[src/rtl/blkmove_pkg.sv]
package blkmove_pkg;

  typedef enum logic [2:0] {
    ST_IDLE  = 3'd0,
    ST_CLEAR = 3'd1,
    ST_READ  = 3'd2,
    ST_WRITE = 3'd3,
    ST_DONE  = 3'd4
  } bm_state_t;

  typedef enum logic {
    OP_CLEAR = 1'b0,
    OP_COPY  = 1'b1
  } bm_op_t;

endpackage

[src/rtl/blkmove_range_chk.sv]
module blkmove_range_chk #(
  parameter int CNT_W     = 6,
  parameter int MAX_WORDS = 16
) (
  input  logic [CNT_W-1:0] count,
  output logic             count_ok
);

  localparam logic [CNT_W-1:0] MAX_CNT = CNT_W'(MAX_WORDS);

  always_comb begin
    count_ok = (count != '0) && (count <= MAX_CNT);
  end

endmodule

[src/rtl/blkmove_ptr_unit.sv]
module blkmove_ptr_unit #(
  parameter int ADDR_W = 15,
  parameter int CNT_W  = 6
) (
  input  logic              clk,
  input  logic              rst_n,
  input  logic              load,
  input  logic [ADDR_W-1:0] load_src,
  input  logic [ADDR_W-1:0] load_dst,
  input  logic [CNT_W-1:0]  load_cnt,
  input  logic              step_src,
  input  logic              step_dst,
  input  logic              step_cnt,
  output logic [ADDR_W-1:0] src_ptr,
  output logic [ADDR_W-1:0] dst_ptr,
  output logic [CNT_W-1:0]  remaining,
  output logic              last
);

  localparam logic [ADDR_W-1:0] ADDR_ONE = ADDR_W'(1);
  localparam logic [CNT_W-1:0]  CNT_ONE  = CNT_W'(1);

  logic [ADDR_W-1:0] src_q, src_d;
  logic [ADDR_W-1:0] dst_q, dst_d;
  logic [CNT_W-1:0]  cnt_q, cnt_d;
  logic              src_en, dst_en, cnt_en;

  always_comb begin
    src_en = load | step_src;
    dst_en = load | step_dst;
    cnt_en = load | step_cnt;
    src_d  = load ? load_src : (src_q + ADDR_ONE);
    dst_d  = load ? load_dst : (dst_q + ADDR_ONE);
    cnt_d  = load ? load_cnt : (cnt_q - CNT_ONE);
  end

  always_ff @(posedge clk or negedge rst_n) begin
    if (!rst_n) begin
      src_q <= '0;
      dst_q <= '0;
      cnt_q <= '0;
    end else begin
      if (src_en) src_q <= src_d;
      if (dst_en) dst_q <= dst_d;
      if (cnt_en) cnt_q <= cnt_d;
    end
  end

  assign src_ptr   = src_q;
  assign dst_ptr   = dst_q;
  assign remaining = cnt_q;
  assign last      = (cnt_q == CNT_ONE);


  cnt_live_chk: assert property (@(posedge clk) disable iff (!rst_n)
    step_cnt |-> (remaining != '0));


  src_step_chk: assert property (@(posedge clk) disable iff (!rst_n)
    (step_src && !load) |=> (src_ptr == $past(src_ptr) + ADDR_ONE));

endmodule

[src/rtl/blkmove_ctrl.sv]
module blkmove_ctrl
  import blkmove_pkg::*;
(
  input  logic clk,
  input  logic rst_n,
  input  logic start,
  input  logic op_copy,
  input  logic cnt_ok,
  input  logic last,
  output logic load,
  output logic step_src,
  output logic step_dst,
  output logic step_cnt,
  output logic mem_we,
  output logic mem_re,
  output logic sel_dst,
  output logic wr_zero,
  output logic busy,
  output logic done,
  output logic error
);

  bm_state_t state_q, state_d;
  logic      err_q, err_d;
  logic      accept;

  always_comb begin
    accept   = start && (state_q == ST_IDLE);
    load     = accept && cnt_ok;
    err_d    = accept && !cnt_ok;
    state_d  = state_q;
    step_src = 1'b0;
    step_dst = 1'b0;
    step_cnt = 1'b0;
    mem_we   = 1'b0;
    mem_re   = 1'b0;
    sel_dst  = 1'b0;
    wr_zero  = 1'b0;
    unique case (state_q)
      ST_IDLE: begin
        if (load) state_d = op_copy ? ST_READ : ST_CLEAR;
      end
      ST_CLEAR: begin
        mem_we   = 1'b1;
        wr_zero  = 1'b1;
        step_src = 1'b1;
        step_cnt = 1'b1;
        if (last) state_d = ST_DONE;
      end
      ST_READ: begin
        mem_re   = 1'b1;
        step_src = 1'b1;
        state_d  = ST_WRITE;
      end
      ST_WRITE: begin
        mem_we   = 1'b1;
        sel_dst  = 1'b1;
        step_dst = 1'b1;
        step_cnt = 1'b1;
        state_d  = last ? ST_DONE : ST_READ;
      end
      ST_DONE: begin
        state_d = ST_IDLE;
      end
      default: begin
        state_d = ST_IDLE;
      end
    endcase
  end

  always_ff @(posedge clk or negedge rst_n) begin
    if (!rst_n) begin
      state_q <= ST_IDLE;
      err_q   <= 1'b0;
    end else begin
      state_q <= state_d;
      err_q   <= err_d;
    end
  end

  assign busy  = (state_q == ST_CLEAR) || (state_q == ST_READ) || (state_q == ST_WRITE);
  assign done  = (state_q == ST_DONE);
  assign error = err_q;


  done_pulse_chk: assert property (@(posedge clk) disable iff (!rst_n)
    done |=> !done);


  busy_done_excl_chk: assert property (@(posedge clk) disable iff (!rst_n)
    !(busy && done));


  err_quiet_chk: assert property (@(posedge clk) disable iff (!rst_n)
    error |-> (!busy && !mem_we && !mem_re));


  read_then_write_chk: assert property (@(posedge clk) disable iff (!rst_n)
    mem_re |=> (mem_we && sel_dst));


  we_in_busy_chk: assert property (@(posedge clk) disable iff (!rst_n)
    (mem_we || mem_re) |-> busy);

endmodule

[src/rtl/blkmove_engine.sv]
module blkmove_engine #(
  parameter int DATA_W    = 16,
  parameter int ADDR_W    = 15,
  parameter int CNT_W     = 6,
  parameter int MAX_WORDS = 16
) (
  input  logic              clk,
  input  logic              rst_n,
  input  logic              cmd_start,
  input  logic              cmd_op,
  input  logic [CNT_W-1:0]  cmd_count,
  input  logic [DATA_W-1:0] cmd_src,
  input  logic [DATA_W-1:0] cmd_dst,
  output logic [ADDR_W-1:0] mem_addr,
  output logic              mem_we,
  output logic              mem_re,
  output logic [DATA_W-1:0] mem_wdata,
  input  logic [DATA_W-1:0] mem_rdata,
  output logic              busy,
  output logic              done,
  output logic              error
);

  localparam logic [ADDR_W-1:0] ADDR_ONE = ADDR_W'(1);

  logic              count_ok;
  logic              load, step_src, step_dst, step_cnt;
  logic              sel_dst, wr_zero, last;
  logic [ADDR_W-1:0] src_ptr, dst_ptr;
  logic [CNT_W-1:0]  remaining;

  blkmove_range_chk #(
    .CNT_W     (CNT_W),
    .MAX_WORDS (MAX_WORDS)
  ) u_range (
    .count    (cmd_count),
    .count_ok (count_ok)
  );

  blkmove_ctrl u_ctrl (
    .clk      (clk),
    .rst_n    (rst_n),
    .start    (cmd_start),
    .op_copy  (cmd_op),
    .cnt_ok   (count_ok),
    .last     (last),
    .load     (load),
    .step_src (step_src),
    .step_dst (step_dst),
    .step_cnt (step_cnt),
    .mem_we   (mem_we),
    .mem_re   (mem_re),
    .sel_dst  (sel_dst),
    .wr_zero  (wr_zero),
    .busy     (busy),
    .done     (done),
    .error    (error)
  );

  blkmove_ptr_unit #(
    .ADDR_W (ADDR_W),
    .CNT_W  (CNT_W)
  ) u_ptr (
    .clk       (clk),
    .rst_n     (rst_n),
    .load      (load),
    .load_src  (cmd_src[ADDR_W-1:0]),
    .load_dst  (cmd_dst[ADDR_W-1:0]),
    .load_cnt  (cmd_count),
    .step_src  (step_src),
    .step_dst  (step_dst),
    .step_cnt  (step_cnt),
    .src_ptr   (src_ptr),
    .dst_ptr   (dst_ptr),
    .remaining (remaining),
    .last      (last)
  );

  always_comb begin
    mem_addr  = sel_dst ? dst_ptr : src_ptr;
    mem_wdata = wr_zero ? '0 : mem_rdata;
  end


  addr_step_chk: assert property (@(posedge clk) disable iff (!rst_n)
    (mem_we && $past(mem_we)) |-> (mem_addr == $past(mem_addr) + ADDR_ONE));


  clear_no_read_chk: assert property (@(posedge clk) disable iff (!rst_n)
    (mem_we && $past(mem_we)) |-> !$past(mem_re));

endmodule

[config.mk]
export PLATFORM = sky130hd
export DESIGN_NAME = blkmove_engine
export DESIGN_NICKNAME = d
export VERILOG_FILES = /design/src/rtl/blkmove_pkg.sv /design/src/rtl/blkmove_range_chk.sv /design/src/rtl/blkmove_ptr_unit.sv /design/src/rtl/blkmove_ctrl.sv /design/src/rtl/blkmove_engine.sv
export SDC_FILE = /design/constraint.sdc
export NUM_CORES = 1
export LEC_CHECK = 0
export ABC_AREA = 1
export BUFFER_PORTS_ARGS = -buffer_cell sky130_fd_sc_hd__buf_2
export CORE_MARGIN = 8
export CORE_UTILIZATION = 52
export CTS_BUF_LIST = sky130_fd_sc_hd__clkbuf_4 sky130_fd_sc_hd__clkbuf_8 sky130_fd_sc_hd__clkbuf_16
export CTS_CLUSTER_DIAMETER = 100
export DETAILED_ROUTE_END_ITERATION = 12
export PLACE_DENSITY_LB_ADDON = 0.3
export SYNTH_ARGS = -nofsm -noshare
export SYNTH_HDL_FRONTEND = slang
export SYNTH_HIERARCHICAL = 1
export SYNTH_SLANG_ARGS = --single-unit
[constraint.sdc]
create_clock -name clk -period 2.1 [get_ports clk]
set_input_delay 0 -clock clk [delete_from_list [all_inputs] [get_ports clk]]
set_output_delay 0 -clock clk [all_outputs]
set_load 0.02 [all_outputs]
# Word-level counts from Yosys, hierarchy flattened
# Cells that the tools add are included.
[word_totals]
register_bits = 40
in_bits = 58
output_inout_bits = 36
[classes]
n_eq_ne = 7
bitwise_logic = 3
order_cmp = 1
n_reduce_logical = 12
mux = 15
addsub = 3
[ops]
columns = ["cell", "n"]
rows = [
  ["2-to-1 mux 15 bit", 3],
  ["adder 15 x 1 -> 15 bit, second input constant", 2],
  ["2-to-1 mux 16 bit", 1],
  ["one-hot mux 3 bit (4 select lines)", 1],
  ["2-to-1 mux 3 bit", 3],
  ["equality test 3 x 2 -> 1 bit, second input constant", 2],
  ["equality test 6 x 1 -> 1 bit, second input constant", 1],
  ["less-or-equal comparator 6 x 5 -> 1 bit, second input constant", 1],
  ["2-to-1 mux 6 bit", 1],
  ["nonzero test 6 bit", 1],
  ["subtractor 6 x 1 -> 6 bit, second input constant", 1],
  ["2-to-1 mux 1 bit", 5],
  ["logical AND 1 bit", 4],
  ["inequality test 2 x 1 -> 1 bit, second input constant", 2],
  ["OR reduction 2 bit", 2],
  ["equality test 3 x 1 -> 1 bit, second input constant", 1],
  ["equality test 3 bit, second input constant", 1],
  ["zero test 3 bit", 1],
  ["OR 1 bit", 3],
  ["logical OR 1 bit", 2],
  ["2-to-1 mux 2 bit", 1],
  ["AND reduction 2 bit", 1],
  ["zero test 1 bit", 1],
]

# Depth between registers and ports, before layout
[logic_depth]
word_depth = 5
ltp_mapped = 13
ltp_nobuf = 13

# Hierarchy
# Netlist, hierarchy kept.
[by_module_without_submodules]
columns = ["module", "n_inst", "cells_each", "area_per_inst_um2"]
rows = [
  ["blkmove_ptr_unit", 1, 298, 2280.9],
  ["blkmove_engine", 1, 83, 369.1],
  ["blkmove_ctrl", 1, 39, 270.3],
  ["blkmove_range_chk", 1, 8, 37.5],
]

# Worst setup path after synthesis
# Ideal clock, no wire load.
[synth_timing]
path_type = "reg2reg"
startpoint = "register u_ctrl.state_q[1]"
endpoint = "register u_ptr.cnt_q[4] (netlist: u_ptr/remaining[4])"
synth_period_minus_slack_ns = 1.612
path_stages_with_launch = 10
setup_time_ns = 0.130
arrival_time_ns = 1.482
required_time_ns = 1.970
path_slack_ns = 0.488
cell_sequence = "dfrtp_1 nor2_1 nand2_2 inv_2 nand2_1 nor2_1 buf_2 nor2_1 a22oi_1 o21ai_0"
[synth_via]
elab_chain_len = 4
[synth_lines]
columns = ["item", "line_no", "rtl"]
rows = [
  ["start: declaration", "blkmove_ctrl.sv:23", "bm_state_t state_q, state_d;"],
  ["start signal: assignment", "blkmove_ctrl.sv:76", "state_q <= state_d;"],
  ["zero test 3 bit *", "blkmove_ctrl.sv:28", "accept = start && (state_q == ST_IDLE);"],
  ["logical AND 1 bit *", "blkmove_ctrl.sv:28", ""],
  ["logical AND 1 bit *", "blkmove_ctrl.sv:29", "load = accept && cnt_ok;"],
  ["net load", "blkmove_engine.sv:27", "logic load, step_src, step_dst, step_cnt;"],
  ["2-to-1 mux 6 bit / OR 1 bit (equally long branches)", "blkmove_ptr_unit.sv:34, blkmove_ptr_unit.sv:31", ""],
  ["end signal: assignment", "blkmove_ptr_unit.sv:45", "if (cnt_en) cnt_q <= cnt_d;"],
  ["end: declaration", "blkmove_ptr_unit.sv:25", "logic [CNT_W-1:0] cnt_q, cnt_d;"],
]
# Mark *: on every way through the listed nets, which the timed path passes. The rest lies on a longest branch.
# A chain may end at the register's enable or synchronous reset.

# Final worst setup path
[layout_timing]
startpoint = "input port cmd_count[0]"
endpoint = "register u_ptr.dst_q[11] (netlist: u_ptr/dst_ptr[11])"
[layout_via]
elab_chain_len = 4
[layout_lines]
columns = ["item", "line_no", "rtl"]
rows = [
  ["start: declaration", "blkmove_engine.sv:11", "input logic [CNT_W-1:0] cmd_count,"],
  ["less-or-equal comparator 6 x 5 -> 1 bit / nonzero test 6 bit (equally long branches)", "blkmove_range_chk.sv:12", "count_ok = (count != '0) && (count <= MAX_CNT);"],
  ["logical AND 1 bit *", "blkmove_range_chk.sv:12", ""],
  ["net count_ok", "blkmove_engine.sv:26", "logic count_ok;"],
  ["logical AND 1 bit *", "blkmove_ctrl.sv:29", ""],
  ["net load", "blkmove_engine.sv:27", ""],
  ["2-to-1 mux 15 bit / OR 1 bit (equally long branches)", "blkmove_ptr_unit.sv:33, blkmove_ptr_unit.sv:30", ""],
  ["end signal: assignment", "blkmove_ptr_unit.sv:44", "if (dst_en) dst_q <= dst_d;"],
  ["end: declaration", "blkmove_ptr_unit.sv:24", "logic [ADDR_W-1:0] dst_q, dst_d;"],
]
# Marks and branches as above.

==> impl_table.tex <==
\begin{tabular}{lr}
\hline
Metric & Value \\
\hline
\multicolumn{2}{l}{\textbf{Logic synthesis}} \\
\quad Number of flops mapped to enable cells by yosys & 0 \\
\quad Mapped Avg Cell Area & a little under 7 µm² \\
\quad Post-Synth Simple-Gate Area & 0.3710 \\
\quad Share of the synthesized area in compound gates (AO/OA/AOI/OAI) & 0.1235 \\
\quad FFs w/ async S/R, synth & 1.000 \\
\quad Gate count of the mapped netlist & around 430 \\
\quad Fraction of synthesized cell area in xor and xnor cells & 0.03849 \\
\quad Fraction of synthesized area in multiplexers & 0 \\
\quad Net count of the mapped netlist & 490 \\
\quad Largest family of logic cells by synthesized area & simple AND/OR/NAND/NOR gates \\
\quad Most used flip-flop cell after synthesis & sky130\_fd\_sc\_hd\_\_dfrtp\_1 \\
\quad Warnings from Yosys & 6 \\
\quad Number of distinct standard cells referenced by the synthesized netlist & 32 \\
\quad Netlist area before placement & 0.002958 mm² \\
\quad Number of synthesized register bits & 40 \\
\quad Part of the Yosys area used for sequential elements & 0.3384 \\
\quad Post-synthesis adder-cell area fraction & 0.01692 \\
\multicolumn{2}{l}{\textbf{Critical path}} \\
\quad Nature of the critical path startpoint & input port \\
\quad CP Class & input port to register \\
\quad Kind of end point of the critical path & register \\
\quad CP required & $\sim$2.3 ns \\
\quad Largest driver fanout on the critical path & 7 \\
\quad Endpoint arrival time on the critical path & just over 2 ns \\
\multicolumn{2}{l}{\textbf{Drt}} \\
\quad Remaining routing DRC violations & 0 \\
\quad Number of nets with antenna violations after detailed routing & 0 \\
\quad Via-per-instance ratio & a little over 5 \\
\quad Average wire per cell in the routed design & 13.27 µm \\
\quad Vias after detailed routing & 3,199 \\
\quad Wire length reported by the detailed router & 8359 µm \\
\quad DR pass1 iterations & 4 \\
\quad Number of DRC markers in iteration 0 & 138 \\
\multicolumn{2}{l}{\textbf{GRT}} \\
\quad Global route overflow & 0 \\
\quad GRT Overall Usage & 0.2031 \\
\quad First-pass GRT wire length & about 14,000 µm \\
\quad Vias in the first global route & between 3,000 and 4,000 \\
\quad Pin count of the biggest net entering global routing & 41 \\
\quad Number of antenna violations at the first check in global routing & 0 \\
\multicolumn{2}{l}{\textbf{Power}} \\
\quad Peak supply drop & 0.0002093 V \\
\quad Static leakage & between 0.002 and 0.0025 µW \\
\quad PD cells & 359.2 mW/mm² \\
\multicolumn{2}{l}{\textbf{Cells and area}} \\
\quad Layout net count & 620 \\
\quad Commonest non-fill, non-tap cell in the layout & sky130\_fd\_sc\_hd\_\_nand2\_1 \\
\quad Ant. Diodes & 0 \\
\quad Syn-to-layout area delta & 32.53\% \\
\quad Number of filler instances in the final layout & around 470 \\
\quad Register area & approximately 0.0010 mm² \\
\quad Area of the multi-input gates & 0.001642 mm² \\
\quad Most frequent cells in the layout & sky130\_fd\_sc\_hd\_\_nand2\_1, sky130\_fd\_sc\_hd\_\_buf\_2, sky130\_fd\_sc\_hd\_\_inv\_1 \\
\quad Ratio of cells with drive above 1 in the final layout & 0.2634 \\
\multicolumn{2}{l}{\textbf{Timing}} \\
\quad Number of hold violations in the final report & 0 \\
\quad Sum of negative setup slack & 0 ns \\
\quad Slew at the pin closest to its max-slew limit & between 0.9 and 1 ns \\
\quad Final worst-path cycle share & 0.8969 \\
\quad Unrepaired setup endpoints after global routing & false \\
\quad Final setup vio count & 0 \\
\quad Clock skew & 0.009016 ns \\
\quad Slew headroom & 0.3786 \\
\quad Final number of max-transition violations & 0 \\
\quad Final hold slack & 0.06439 ns \\
\quad Final critical path time including I/O delays and setup & 1.883 ns \\
\quad Achievable clock frequency & $\sim$530 MHz \\
\multicolumn{2}{l}{\textbf{CTS}} \\
\quad Root buffer cell & sky130\_fd\_sc\_hd\_\_clkbuf\_8 \\
\quad TritonCTS clock tree & done \\
\quad H-tree depth & 2 \\
\quad Total clock sinks & 40 \\
\quad CTS max path bufs & 2 \\
\quad Num CTS Buffers & 5 \\
\quad Worst-path clk slew & 0.08 ns \\
\quad Later-pin clock latency in the skew report & slightly below 0.3 ns \\
\multicolumn{2}{l}{\textbf{Placement}} \\
\quad Total of buffers placed on input and output ports & 91 \\
\quad HPWL Detailed & around 6100 µm \\
\quad Placer Congestion & between 0.8 and 0.9 \\
\multicolumn{2}{l}{\textbf{Hold path}} \\
\quad Path category of the worst min-delay check & input port to register \\
\multicolumn{2}{l}{\textbf{Floorplan}} \\
\quad I/O pins & 94 \\
\quad Row cnt & 27 \\
\quad Die footprint & 0.008358 mm² \\
\quad Total core area & roughly 0.0055 mm² \\
\quad Overall die height & between 90 and 100 µm \\
\quad Die boundary width & just over 90 µm \\
\quad Initial cell density of the core & 0.5372 \\
\multicolumn{2}{l}{\textbf{Job}} \\
\quad Max-Cap Viols & 0 \\
\multicolumn{2}{l}{\textbf{Run status}} \\
\quad Result of the run & finished clean \\
\hline
\end{tabular}
==> registers in the layout, summed over array words and instances, names as in the netlist <==
register / flops
u_ctrl/error: 1
u_ctrl/state_q: 3
u_ptr/dst_ptr: 15
u_ptr/remaining: 6
u_ptr/src_ptr: 15
==> final cells by class <==
class,instances,share of cell area
multi-input combinational,321,0.4188
sequential,40,0.2553
timing repair buffer,138,0.2301
inverter,52,0.05203
tap,72,0.02298
clock buffer,6,0.01947
clock inverter,1,0.001277
==> timing repair <==
action	CTS	global route
gates resized for setup	0	4
hold endpoints to repair	76	0
endpoints found under the setup margin	0	2
hold buffers	37	0
setup buffers	0	4
==> cells by family after synthesis <==
family | after synthesis
AOI/OAI and AO/OA | 52
adders and majority gates | 4
buffers and inverters | 67
xor gates and xnor gates | 13
and+or+nand+nor | 252
DFF | 40
==> routing by layer <==
| metal | routed length (µm) | part of all wire | global-route usage |
|---|---|---|---|
| met1 | 3599 | 0.43 | 0.2318 |
| met2 | 4150 | 0.50 | 0.3643 |
| met3 | 507 | 0.061 | 0.04691 |
| met4 | 102 | 0.012 | 0.06276 |
| met5 | 0 | 0 | 0 |
==> per-stage QoR <==
| step | cell area (µm²) | power [µW] | utilization | setup slack [ns] | std cells |
|---|---|---|---|---|---|
| floorplan | 2958 | 797.5 | - | 0.4878 | 428 |
| global placement | 3426 | 866.1 | 0.6221 | 0.3000 | 582 |
| detailed placement | 3426 | 868.5 | 0.6221 | 0.2128 | 582 |
| CTS | 3877 | 1428 | 0.7042 | 0.1704 | 626 |
| global route | 3920 | 1466 | 0.7119 | 0.03113 | 630 |
| finish | 3920 | 1408 | 0.7119 | 0.2165 | 630 |
==> where the power goes <==
part	internal, µW	switching (µW)
sequential	770	0
combinational	85.1	51.5
clock	239	263
total	1090	314
==> cell usage after synthesis, types with 6 or more instances <==
| master | n | area, µm² |
|---|---|---|
| sky130_fd_sc_hd__a22oi_1 | 26 | 195.2 |
| sky130_fd_sc_hd__buf_4 | 6 | 45.04 |
| sky130_fd_sc_hd__dfrtp_1 | 40 | 1001 |
| sky130_fd_sc_hd__inv_1 | 45 | 168.9 |
| sky130_fd_sc_hd__inv_2 | 6 | 22.52 |
| sky130_fd_sc_hd__nand2_1 | 143 | 536.8 |
| sky130_fd_sc_hd__nand2_2 | 10 | 62.56 |
| sky130_fd_sc_hd__nand3_1 | 27 | 135.1 |
| sky130_fd_sc_hd__nand4_1 | 10 | 62.56 |
| sky130_fd_sc_hd__nor2_1 | 39 | 146.4 |
| sky130_fd_sc_hd__nor2_2 | 13 | 81.33 |
| sky130_fd_sc_hd__o211ai_1 | 8 | 60.06 |
| sky130_fd_sc_hd__o21ai_0 | 6 | 30.03 |
| sky130_fd_sc_hd__xor2_1 | 12 | 105.1 |
==> critical path, cell delays in order <==
cell	delay, ns
sky130_fd_sc_hd__dlygate4sd3_1	0.53
sky130_fd_sc_hd__buf_2	0.13
sky130_fd_sc_hd__nor2_2	0.13
sky130_fd_sc_hd__a21oi_1	0.09
sky130_fd_sc_hd__nor2_1	0.18
sky130_fd_sc_hd__inv_1	0.12
sky130_fd_sc_hd__nor2_4	0.18
sky130_fd_sc_hd__inv_2	0.08
sky130_fd_sc_hd__nand2_2	0.13
sky130_fd_sc_hd__clkinvlp_4	0.10
sky130_fd_sc_hd__buf_4	0.16
sky130_fd_sc_hd__nand2_1	0.07
sky130_fd_sc_hd__nand2_1	0.06
sky130_fd_sc_hd__nand2_1	0.05
sky130_fd_sc_hd__nand2_1	0.06
==> path summary, 6_finish.rpt <==
path | start | end | slack [ns] | cells past startpoint
hold reg to reg | u_ptr/remaining[3] | u_ptr/remaining[3] | 0.53 | 2
max in group asynchronous | rst_n | u_ptr/dst_ptr[0] | 1.13 | 2
setup / recovery | cmd_count[0] | u_ptr/dst_ptr[11] | 0.22 | 15
setup reg to reg | u_ctrl/state_q[1] | u_ptr/dst_ptr[11] | 0.23 | 13
min in group asynchronous | rst_n | u_ptr/src_ptr[7] | 0.38 | 2
hold / removal | cmd_op | u_ctrl/state_q[1] | 0.06 | 5
Power figures use the tool's default switching activity.
